`src/rtl/muldiv_pkg.sv`:
```
package muldiv_pkg;

  typedef enum logic {
    OP_MUL = 1'b0,
    OP_DIV = 1'b1
  } opSel_e;

  // Strobes from control to datapath
  typedef struct packed {
    logic mulLoad;    // write product
    logic divTrap;    // pre-check overflow: keep inputs, flag ovf
    logic divLoad;    // capture magnitudes, start iteration
    logic divStep;    // one restoring quotient bit
    logic divFinish;  // apply signs, write result
  } ctlStrobes_t;

endpackage

```
`src/rtl/muldiv_ctrl.sv`:
```
module muldiv_ctrl
  import muldiv_pkg::*;
#(
  parameter int WIDTH = 16
) (
  input  logic        clk,
  input  logic        rstN,
  input  logic        start,
  input  opSel_e      opSel,
  input  logic        preOvf,
  output ctlStrobes_t ctl,
  output logic        done
);

  localparam int CW = $clog2(WIDTH);
  localparam logic [CW-1:0] LAST_STEP = CW'(WIDTH - 1);

  typedef enum logic [1:0] {
    ST_IDLE   = 2'd0,
    ST_RUN    = 2'd1,
    ST_FINISH = 2'd2
  } state_e;

  state_e        state, stateNext;
  logic [CW-1:0] stepCount;

  always_comb begin
    ctl       = '0;
    stateNext = state;
    unique case (state)
      ST_IDLE: begin
        if (start) begin
          if (opSel == OP_MUL) begin
            ctl.mulLoad = 1'b1;
          end else if (preOvf) begin
            ctl.divTrap = 1'b1;
          end else begin
            ctl.divLoad = 1'b1;
            stateNext   = ST_RUN;
          end
        end
      end
      ST_RUN: begin
        ctl.divStep = 1'b1;
        if (stepCount == LAST_STEP) stateNext = ST_FINISH;
      end
      ST_FINISH: begin
        ctl.divFinish = 1'b1;
        stateNext     = ST_IDLE;
      end
      default: stateNext = ST_IDLE;
    endcase
  end

  always_ff @(posedge clk or negedge rstN) begin
    if (!rstN) begin
      state     <= ST_IDLE;
      stepCount <= '0;
      done      <= 1'b0;
    end else begin
      state <= stateNext;
      if (ctl.divLoad)      stepCount <= '0;
      else if (ctl.divStep) stepCount <= stepCount + CW'(1);
      done <= ctl.mulLoad | ctl.divTrap | ctl.divFinish;
    end
  end

  assert_strobe_onehot_R8: assert property (@(posedge clk) disable iff (!rstN)
    $onehot0(ctl));

  assert_done_single_R8: assert property (@(posedge clk) disable iff (!rstN)
    done |=> !done);

  assert_busy_ignores_start_R9: assert property (@(posedge clk) disable iff (!rstN)
    (state != ST_IDLE) |-> !(ctl.mulLoad || ctl.divLoad || ctl.divTrap));

  assert_finish_after_last_step_R8: assert property (@(posedge clk) disable iff (!rstN)
    (state == ST_FINISH) |-> ($past(state) == ST_RUN && $past(stepCount) == LAST_STEP));

endmodule

```
`src/rtl/muldiv_datapath.sv`:
```
module muldiv_datapath
  import muldiv_pkg::*;
#(
  parameter int WIDTH = 16
) (
  input  logic             clk,
  input  logic             rstN,
  input  ctlStrobes_t      ctl,
  input  logic [WIDTH-1:0] operand,
  input  logic [WIDTH-1:0] aIn,
  input  logic [WIDTH-1:0] bIn,
  output logic             preOvf,
  output logic [WIDTH-1:0] aOut,
  output logic [WIDTH-1:0] bOut,
  output logic             ovf
);

  localparam int DW = 2 * WIDTH;

  // ---------- input conditioning ----------
  logic [DW-1:0]    dividend, dvdMag;
  logic [WIDTH-1:0] dvsMag;
  logic             dvdNeg, dvsNeg;
  logic [DW-1:0]    mulA, mulB, product;

  assign dividend = {bIn, aIn};
  assign dvdNeg   = bIn[WIDTH-1];
  assign dvsNeg   = operand[WIDTH-1];
  assign dvdMag   = dvdNeg ? (DW'(0) - dividend) : dividend;
  assign dvsMag   = dvsNeg ? (WIDTH'(0) - operand) : operand;
  assign preOvf   = (dvdMag[DW-1:WIDTH] >= dvsMag);

  assign mulA    = {{WIDTH{aIn[WIDTH-1]}}, aIn};
  assign mulB    = {{WIDTH{operand[WIDTH-1]}}, operand};
  assign product = mulA * mulB;

  // ---------- iterative divider state ----------
  logic [WIDTH:0]   remR;
  logic [WIDTH-1:0] quoR;
  logic [WIDTH-1:0] dvsR;
  logic             qSignR, rSignR;

  logic [WIDTH:0]   shifted, trial;
  assign shifted = {remR[WIDTH-1:0], quoR[WIDTH-1]};
  assign trial   = shifted - {1'b0, dvsR};

  // ---------- sign correction ----------
  logic [WIDTH-1:0] qSigned, rSigned;
  logic             quoNonZero, postOvf;
  assign quoNonZero = (quoR != '0);
  assign qSigned    = (qSignR && quoNonZero) ? (WIDTH'(0) - quoR) : quoR;
  assign rSigned    = rSignR ? (WIDTH'(0) - remR[WIDTH-1:0]) : remR[WIDTH-1:0];
  assign postOvf    = quoNonZero && (qSigned[WIDTH-1] != qSignR);

  always_ff @(posedge clk or negedge rstN) begin
    if (!rstN) begin
      remR   <= '0;
      quoR   <= '0;
      dvsR   <= '0;
      qSignR <= 1'b0;
      rSignR <= 1'b0;
    end else if (ctl.divLoad) begin
      remR   <= {1'b0, dvdMag[DW-1:WIDTH]};
      quoR   <= dvdMag[WIDTH-1:0];
      dvsR   <= dvsMag;
      qSignR <= dvdNeg ^ dvsNeg;
      rSignR <= dvdNeg;
    end else if (ctl.divStep) begin
      if (!trial[WIDTH]) begin
        remR <= trial;
        quoR <= {quoR[WIDTH-2:0], 1'b1};
      end else begin
        remR <= shifted;
        quoR <= {quoR[WIDTH-2:0], 1'b0};
      end
    end
  end

  always_ff @(posedge clk or negedge rstN) begin
    if (!rstN) begin
      aOut <= '0;
      bOut <= '0;
      ovf  <= 1'b0;
    end else if (ctl.mulLoad) begin
      bOut <= product[DW-1:WIDTH];
      aOut <= product[WIDTH-1:0];
      ovf  <= 1'b0;
    end else if (ctl.divTrap) begin
      aOut <= aIn;
      bOut <= bIn;
      ovf  <= 1'b1;
    end else if (ctl.divFinish) begin
      aOut <= qSigned;
      bOut <= rSigned;
      ovf  <= postOvf;
    end
  end

  assert_rem_below_divisor_R3: assert property (@(posedge clk) disable iff (!rstN)
    (ctl.divStep || ctl.divFinish) |-> (remR < {1'b0, dvsR}));

  assert_trap_keeps_inputs_R5: assert property (@(posedge clk) disable iff (!rstN)
    ctl.divTrap |=> (ovf && aOut == $past(aIn) && bOut == $past(bIn)));

  assert_mul_clears_ovf_R2: assert property (@(posedge clk) disable iff (!rstN)
    ctl.mulLoad |=> !ovf);

  assert_rem_sign_R3: assert property (@(posedge clk) disable iff (!rstN)
    ctl.divFinish |=> (bOut == '0 || bOut[WIDTH-1] == $past(rSignR)));

  assert_idle_holds_R11: assert property (@(posedge clk) disable iff (!rstN)
    !(ctl.mulLoad || ctl.divTrap || ctl.divFinish) |=> ($stable(aOut) && $stable(bOut) && $stable(ovf)));

endmodule

```
`src/rtl/signed_muldiv.sv`:
```
module signed_muldiv
  import muldiv_pkg::*;
#(
  parameter int WIDTH = 16
) (
  input  logic             clk,
  input  logic             rstN,
  input  logic             start,
  input  logic             opSel,
  input  logic [WIDTH-1:0] operand,
  input  logic [WIDTH-1:0] aIn,
  input  logic [WIDTH-1:0] bIn,
  output logic [WIDTH-1:0] aOut,
  output logic [WIDTH-1:0] bOut,
  output logic             ovf,
  output logic             done
);

  ctlStrobes_t ctl;
  logic        preOvf;

  muldiv_ctrl #(.WIDTH(WIDTH)) ctrl_i (
    .clk    (clk),
    .rstN   (rstN),
    .start  (start),
    .opSel  (opSel_e'(opSel)),
    .preOvf (preOvf),
    .ctl    (ctl),
    .done   (done)
  );

  muldiv_datapath #(.WIDTH(WIDTH)) dp_i (
    .clk     (clk),
    .rstN    (rstN),
    .ctl     (ctl),
    .operand (operand),
    .aIn     (aIn),
    .bIn     (bIn),
    .preOvf  (preOvf),
    .aOut    (aOut),
    .bOut    (bOut),
    .ovf     (ovf)
  );

  assert_zero_divisor_traps_R6: assert property (@(posedge clk) disable iff (!rstN)
    (ctl.divLoad || ctl.divTrap) && operand == '0 |-> ctl.divTrap);

endmodule

```
`config.mk`:
```
export PLATFORM = sky130hd
export DESIGN_NAME = signed_muldiv
export DESIGN_NICKNAME = d
export VERILOG_FILES = /design/src/rtl/muldiv_pkg.sv /design/src/rtl/muldiv_ctrl.sv /design/src/rtl/muldiv_datapath.sv /design/src/rtl/signed_muldiv.sv
export SDC_FILE = /design/constraint.sdc
export NUM_CORES = 1
export LEC_CHECK = 0
export BUFFER_PORTS_ARGS = -buffer_cell sky130_fd_sc_hd__buf_2
export CORE_AREA = 2 2 191 174
export CTS_CLUSTER_DIAMETER = 120
export DETAILED_ROUTE_END_ITERATION = 12
export DIE_AREA = 0 0 193 176
export PLACE_DENSITY = 0.77
export SLEW_MARGIN = 0
export SYNTH_ARGS = -nofsm -noshare
export SYNTH_HDL_FRONTEND = slang
export SYNTH_SLANG_ARGS = --single-unit
```
`constraint.sdc`:
```
create_clock -name clk -period 4.6 [get_ports clk]
set_clock_uncertainty 0.2 [all_clocks]
set_input_delay 0.46 -clock clk [delete_from_list [all_inputs] [get_ports clk]]
set_output_delay 0.46 -clock clk [all_outputs]
set_load 0.02 [all_outputs]
```
# [Word level (Yosys, flattened, before mapping)]
# Index checks and enable logic that the tools add are counted.
[classes] add_sub_neg=6 mul=1 order_cmp=1 n_eq_ne=8 muxes=34 bitwise_logic=3 reduce_logical=7
[op_table] op="two-way mux 16 bit" count=14
[op_table] op="subtractor 1 x 16 -> 16 bit (first input constant)" count=3
[op_table] op="multiplier 16 x 16 -> 32 bit" count=1
[op_table] op="two-way mux 32 bit" count=1
[op_table] op="subtractor 1 x 32 -> 32 bit (first input constant)" count=1
[op_table] op="subtractor 17 x 16 -> 17 bit" count=1
[op_table] op="greater-or-equal comparator 16 bit" count=1
[op_table] op="nonzero test 16 bit" count=1
[op_table] op="two-way mux 2 bit" count=5
[op_table] op="two-way mux 1 bit" count=9
[op_table] op="two-way mux 4 bit" count=2
[op_table] op="two-way mux 3 bit" count=2
[op_table] op="inequality test 2 bit (second input constant)" count=3
[op_table] op="adder 4 x 1 -> 4 bit (second input constant)" count=1
[op_table] op="== test 4 bit (second input constant)" count=1
[op_table] op="one-hot mux 2 bit (2 select lines)" count=1
[op_table] op="AND reduction 4 bit" count=1
[op_table] op="nonzero test 3 bit" count=1
[op_table] op="== test 2 x 1 -> 1 bit (second input constant)" count=1
[op_table] op="== test 2 bit (second input constant)" count=1
[op_table] op="logical AND 1 bit" count=2
[op_table] op="zero test 2 bit" count=1
[op_table] op="inequality test 2 x 1 -> 1 bit (second input constant)" count=1
[op_table] op="OR 1 bit" count=2
[op_table] op="other kinds (3)" count=3
[totals] register_bits=90 inputBits=52 out_inout_bits=34 elab_cells=71

# [Logic depth before layout (Yosys ltp)]
# Gate-level depths: netlist (run 1).
[depth] depth_word=9 mapped_depth=24 depth_no_buf=22

# [Cells and area by module]
# A second synthesis (run 1) with hierarchy kept.
[unflattened] hier_cells=1955 hier_area_um2=17051.4
[modules_own_cells] module="muldiv_datapath" instances=1 cells_each=1924 area_per_inst_um2=16704.8 seq_area_each_um2=2077.0
[modules_own_cells] module="muldiv_ctrl" instances=1 cells_each=31 area_per_inst_um2=346.6 seq_area_each_um2=175.2

# [Worst setup path before layout (run 1)]
# OpenSTA, ideal clock, no wires.
[synth_timing] kind="in2reg" startpoint="in aIn[15]" endpoint="reg dp_i.bOut[15]" setup_ns=0.134 t_arrival_ns=6.439 required_time_ns=4.266 setup_slack_ns=-2.173 path_stages=21 n_path_buf=2 cell_sequence="clkbuf_1 -> clkbuf_1 -> nand2_1 -> inv_1 -> fa_1 -> fa_1 -> fa_1 -> fa_1 -> fa_1 -> inv_1 -> fa_1 -> inv_1 -> ha_1 -> a21o_1 -> a21o_1 -> a221o_1 -> a22o_1 -> a211o_1 -> a31o_2 -> xnor2_1 -> mux2i_1"
[synth_between] elab_chain_cells=9 elab_cells_between_ends=11 cone_classes="add/sub (1); mul (1); order compare (1); mux (7); reduce/logical (1)"
[synth_rtl] element="start, declared" line="signed_muldiv.sv:11" text="input logic [WIDTH-1:0] aIn,"
[synth_rtl] element="subtractor 1 x 32 -> 32 bit" line="muldiv_datapath.sv:29" text="assign dvdMag = dvdNeg ? (DW'(0) - dividend) : dividend;"
[synth_rtl] element="two-way mux 32 bit" line="muldiv_datapath.sv:29"
[synth_rtl] element="greater-or-equal comparator 16 bit" line="muldiv_datapath.sv:31" text="assign preOvf = (dvdMag[DW-1:WIDTH] >= dvsMag);"
[synth_rtl] element="two-way mux 1 bit" line="muldiv_ctrl.sv:35" text="end else if (preOvf) begin"
[synth_rtl] element="two-way mux 2 bit" line="muldiv_ctrl.sv:33" text="if (opSel == OP_MUL) begin"
[synth_rtl] element="two-way mux 3 bit" line="muldiv_ctrl.sv:32" text="if (start) begin"
[synth_rtl] element="two-way mux 3 bit" line="muldiv_ctrl.sv:30" text="unique case (state)"
[synth_rtl] element="two-way mux 16 bit" line="muldiv_datapath.sv:88" text="end else if (ctl.divTrap) begin"
[synth_rtl] element="two-way mux 16 bit" line="muldiv_datapath.sv:84" text="end else if (ctl.mulLoad) begin"
[synth_rtl] element="end signal, assigned" line="muldiv_datapath.sv:85" text="bOut <= product[DW-1:WIDTH];"
[synth_rtl] element="end signal, assigned" line="muldiv_datapath.sv:90" text="bOut <= bIn;"
[synth_rtl] element="end signal, assigned" line="muldiv_datapath.sv:94" text="bOut <= rSigned;"
[synth_rtl] element="end, declared" line="muldiv_datapath.sv:14" text="output logic [WIDTH-1:0] bOut,"
# Parallel ways exist; a longest one is shown, timed or not.
# A chain may end at the register's enable or synchronous reset.

# [Worst setup path in the final report (run 1)]
[layout_timing] startpoint="in aIn[8]" endpoint="reg dp_i.bOut[7]"
# The elaborated chain is that of the path after synthesis.

==> metrics.md, run 1 <==
| Metric | Value |
|---|---|
| Period utilization | 130% |
| Max_cap viols | 0 |
| Drt drc | 0 |
| Detailed Route WL | 57.0 mm |
| Post-synth top flop | dfrtp_1 |
| Sink of the worst hold path | dp_i.bOut[12] |
| Vias in the first global route | 16700 |
| Worst Path Class, Setup | input pin to flop |
| Port buffer count | 85 |
| Post-Syn Area per Cell | about 8.7 um^2 |
| Chip Width | between 150 and 200 um |
| Total CTS buffers | 9 |
| Yosys top cell area share | 31.4% |
| Register-to-Register Path Depth | 12 |
| Clk Latency, worst-skew pair | 360 ps |
| Max FO, Critical Path | 9 |
| Post-synth ARST share | 100% |
| Final Hold Viols | 0 |
| Total GRT Usage | 33.3% |
| CP startpoint kind | input pin |
| Commonest cells post-synth | inv_1, fa_1, nand2_1, and2_1, ha_1 |
| DR vias/cell | 5.97 |
| Status | finished, violations left |
| Die Y | 176 um |
| RSZ-0062 raised after global routing | true |
| R2r endpoint | dp_i.remR[10] |
| Seq/Total Area, Yosys | 13.4% |
| Global route overflow | 0 |
| Required time of the worst setup path | between 4000 and 5000 ps |
| Synth cell types | 60 |
| Relative slew slack | between 30% and 40% |
| Top post-synthesis cells by area | fa_1, dfrtp_1, ha_1 |
| Hpwl dp | 40.3 mm |
| Failing checks | negative setup slack |
| Initial drt markers | around 1500 |
| Clk sink count | 90 |
| Die area | 0.0340 mm^2 |
| Setup violators final | 89 |
| Core Util, Final | 70.1% |
| Starting density of the core | 52.7% |
| Layout cell share with drive strength beyond 1 | 30.8% |
| Finished Layout Cells | 2637 |
| Syn nets | 2351 |
| Yosys Warn Count | 0 |
| Core area | approximately 0.032 mm^2 |
| Placer Congestion | 0.967 |
| WL/cell | around 22 um |
| Hold path depth | 3 |
| Worst-Margin Slew | 923 ps |
| Number of flops mapped to enable cells by yosys | 0 |
| Largest net degree at the start of global routing | 49 |
| Post-route setup TNS | -60840 ps |
| Bufs on Longest Clock Path | 2 |
| Critical Path AT | 6040 ps |
| Post-Place Worst Slack | -1960 ps |
| Worst hold path type | input pin to flop |
| Num rows | 62 |
| Clk slew on worst S/H paths | 70 ps |
| Setup slack, reg-to-reg | 1010 ps |
| Synth Instances | ~1900 |
| Synth Register Bits | 90 |
| Drt first pass iters | 8 |
| Via count | 15700 |
| Antenna violations before repair | 4 |
| # IOs | 86 |
| Crit end category | flop |
| HP Start | bIn[12] |
| Root Driver | clkbuf_16 |
| ANT nets after route | 0 |
| Slew Viols, Final | 0 |
| Global-route wire length before repair | around 87 mm |
| Fin worst setup slack | -1370 ps |
| Area delta synth->final | 33.0% |
| Synthesized cell area | approximately 0.017 mm^2 |
| Placed Instances | around 2600 |
| Final nets | 2648 |
| Cell accounting for the most synthesized area | fa_1 |
| Reg-to-Reg Start | dp_i.quoR[15] |
| Most common cell in the netlist | inv_1 |
| Fmax | 168 MHz |
| H-tree depth | 3 |
| Final worst path period need | ~6000 ps |
| CTS tree | yes |
==> routing by layer <==
layer | vias up | global-route usage [%] | routed length [um]
li1 | 6761 | - | -
met1 | 7848 | 41.3 | 20700
met2 | 895 | 54.7 | 27500
met3 | 239 | 8.09 | 5760
met4 | 0 | 16.2 | 3070
met5 | - | 0 | 0
==> worst max path at each step <==
stage | start | end | slack (ps) | depth (start not counted)
2_1_floorplan | operand[2] | dp_i.bOut[15] | -1630 | 21
6_report | aIn[8] | dp_i.bOut[7] | -1370 | 21
4_1_cts | operand[10] | dp_i.bOut[15] | -1330 | 22
3_3_place_gp | operand[7] | dp_i.bOut[15] | -1800 | 20
3_5_place_dp | operand[9] | dp_i.bOut[15] | -1960 | 22
5_1_grt | aIn[13] | dp_i.bOut[15] | -1510 | 20
==> critical path, stage by stage <==
cell and delay, ps:
buf_6 130, and2_4 150, fa_1 530, inv_1 50, fa_1 450, fa_2 540
inv_2 40, fa_1 510, fa_1 570, inv_2 40, fa_1 490, inv_2 50
ha_4 160, a211oi_2 210, o211ai_1 150, a31o_2 230, a221o_2 460, a31o_4 280
xor2_1 150, nand2_1 140, a31oi_1 230
==> registers in the layout, summed over array words and instances (netlist names) <==
| name | flops |
|---|---|
| dp_i.aOut | 16 |
| dp_i.dvsR | 16 |
| ctrl_i.done | 1 |
| dp_i.ovf | 1 |
| dp_i.qSignR | 1 |
| dp_i.quoR | 16 |
| dp_i.remR | 16 |
| dp_i.rSignR | 1 |
| ctrl_i.state | 2 |
| ctrl_i.stepCount | 4 |
| dp_i.bOut | 16 |
==> timing repair <==
item,in CTS,in global routing
hold buffers,1,0
hold endpoints to repair,47,0
gates cloned,14,4
buffers inserted,32,22
resized for setup,224,153
setup endpoints to repair,89,89
pin swaps,83,78
==> logic make-up after synthesis <==
logic type               share of synthesized area (%)
adder cells (fa/ha/maj)                           40.3
XOR/XNOR                                          5.90
buffers and inverters                             9.85
AO/OA/AOI/OAI                                     13.0
flip-flops                                        13.4
multiplexers                                      1.78
AND/OR/NAND/NOR                                   15.8
==> cell type report <==
class	count	area [um^2]
Inverter	332	1270
Antenna cell	4	10.0
Clock inverter	3	65.1
Sequential cell	90	2250
Tap cell	416	520
Multi-Input combinational cell	1392	14300
Timing Repair inverter	1	16.3
Clock buffer	11	243
Timing Repair Buffer	388	3630
Fill cell	2183	9490
==> stage by stage <==
stage	hold slack (ps)	instance area (um^2)
4_1_cts	249	21500
3_5_place_dp	270	19700
6_report	286	22300
3_3_place_gp	256	19700
2_1_floorplan	-35.6	17800
5_1_grt	281	22300
==> placed cells by master (no fill, tap or decap), types with 30 or more instances in the layout <==
| master | n |
|---|---|
| o211ai_1 | 30 |
| buf_4 | 235 |
| nor2_1 | 75 |
| fa_1 | 240 |
| nand2_1 | 191 |
| inv_2 | 37 |
| ha_1 | 92 |
| xnor2_1 | 51 |
| buf_6 | 41 |
| buf_2 | 56 |
| and2_1 | 103 |
| o21ai_0 | 32 |
| xor2_1 | 54 |
| inv_1 | 293 |
| dfrtp_1 | 90 |
Power of run 1 is left out: the tool's default activity adds up to more than one toggle a clock period on the data nets, which glitch-free logic cannot reach.
==> run 2, diff against run 1 <==
- clock period: 4.6 -> 7.17 ns (I/O delays scaled with it)
==> metrics.md, run 2 (synthesis gave the netlist of run 1 again) <==
| Metric | Value |
|---|---|
| Final worst path period need | between 6000 and 7000 ps |
| Via count | 14000 |
| DR vias/cell | 5.84 |
| Register-to-Register Path Depth | 12 |
| Global-route wire length before repair | about 75 mm |
| Relative slew slack | 24.0% |
| Placer Congestion | 0.963 |
| Port buffer count | 85 |
| Setup violators final | 0 |
| Commonest non-fill, non-tap cell in the layout | inv_1 |
| Die Y | between 150 and 200 um |
| WL/cell | 18.8 um |
| Commonest cells after routing, fill and taps aside | inv_1, fa_1, nand2_1, and2_1, ha_1 |
| Global route overflow | 0 |
| Post-CTS resize count | 0 |
| Clk sink count | 90 |
| Setup Buffers After CTS | 0 |
| RSZ-0062 raised after global routing | false |
| Hpwl dp | 37.0 mm |
| # IOs | 86 |
| CTS tree | yes |
| HP Start | dp_i.aOut[5] |
| R2r endpoint | dp_i.remR[12] |
| Total GRT Usage | around 28% |
| Post-route setup TNS | 0 ps |
| Layout cell share with drive strength beyond 1 | 9.32% |
| Crit-path slowest cell | fa_1 |
| Reg-to-Reg Start | dp_i.quoR[15] |
| Required time of the worst setup path | roughly 7000 ps |
| Max incr delay on CP | 560 ps |
| Antenna violations before repair | 3 |
| Initial drt markers | 983 |
| Critical Path AT | roughly 6800 ps |
| Final nets | 2405 |
| Placed Instance Area | roughly 0.018 mm^2 |
| Largest net degree at the start of global routing | about 80 |
| Crit path from | operand[8] |
| ANT nets after route | 0 |
| Drt first pass iters | 7 |
| Clk Latency, worst-skew pair | about 350 ps |
| Total CTS buffers | 9 |
| Clk slew on worst S/H paths | 60 ps |
| Post-cts hold buffer count | 1 |
| Detailed Route WL | 44.9 mm |
| Finished Layout Cells | between 2000 and 2500 |
| H-tree depth | 3 |
| Worst-Margin Slew | about 1100 ps |
| Most frequent cell on the critical path | fa_1 |
| Fmax | 147 MHz |
| Crit-path cells | buf_2 -> nand2_1 -> fa_1 -> inv_1 -> fa_1 -> fa_1 -> fa_1 -> fa_1 -> inv_1 -> fa_1 -> inv_1 -> ha_1 -> a211oi_1 -> o211ai_1 -> a31o_2 -> a221o_1 -> a211o_1 -> a31o_2 -> xnor2_1 -> mux2i_1 |
| Drt drc | 0 |
| Worst Path Class, Setup | input pin to flop |
| Worst hold path type | flop to flop |
| Root Driver | clkbuf_16 |
| Setup slack, reg-to-reg | 3510 ps |
| Area delta synth->final | 8.09% |
| Vias in the first global route | 14600 |
| Placed Instances | 2375 |
| Starting density of the core | 52.7% |
| Final Hold Viols | 0 |
| Crit end category | flop |
| Num rows | 62 |
| Slew Viols, Final | 0 |
| Max FO, Critical Path | 18 |
| Status | completed |
| Worst setup endpoint | dp_i.bOut[15] |
| CP startpoint kind | input pin |
| Chip Width | 193 um |
| Post-route cell area | 0.0181 mm^2 |
| Core area | between 0.03 and 0.04 mm^2 |
| Period utilization | 94.6% |
| Max_cap viols | 0 |
| Die area | 0.0340 mm^2 |
| Bufs on Longest Clock Path | 2 |
| Fill count | between 2000 and 3000 |
-- run 2: worst min path at each step --
stage | slack [ps] | endpoint | cells after the start
floorplan | 220 | ctrl_i.done | 0
global placement | 260 | dp_i.aOut[5] | 1
detailed placement | 270 | dp_i.aOut[5] | 1
CTS | 280 | dp_i.aOut[5] | 1
global route | 310 | dp_i.aOut[10] | 1
finish | 280 | dp_i.aOut[5] | 1
-- run 2: metal layers --
layer  share of wire (%)  global-route usage (%)  up-vias
met2                  49                    47.1      574
met4                 2.4                    7.26        0
met1                  41                    38.7     7070
met3                 8.3                    4.11       86
li1                    -                       -     6254
met5                   0                       0        -
-- run 2: worst max-delay path, delay by kind of cell --
kind,cells,cell delay [ps]
adder cells (fa/ha/maj),7,3420
AO/OA/AOI/OAI,6,1680
buffers and inverters,4,550
XOR/XNOR,1,150
AND/OR/NAND/NOR,1,140
multiplexers,1,110
-- run 2: layout make-up --
cell class | instances | area (um^2) | share of cell area, %
multi-input cells | 1390 | 12900 | 71.2
flip-flops and latches | 90 | 2250 | 12.4
inverters | 332 | 1250 | 6.87
repair buffers | 148 | 916 | 5.05
well taps | 416 | 520 | 2.87
clock buffers | 13 | 280 | 1.55
clock inverters | 2 | 10.0 | 0.0552
diodes | 2 | 5.00 | 0.0276
-- run 2: metrics by stage --
step | utilization (%) | setup WS, ps | hold WS [ps]
2_1_floorplan | - | 140 | 221
3_3_place_gp | 56.0 | 248 | 258
3_5_place_dp | 56.0 | 91.5 | 271
4_1_cts | 57.0 | 468 | 285
5_1_grt | 57.0 | 159 | 312
6_report | 57.0 | 390 | 285
Power of run 2 is left out for the same reason.
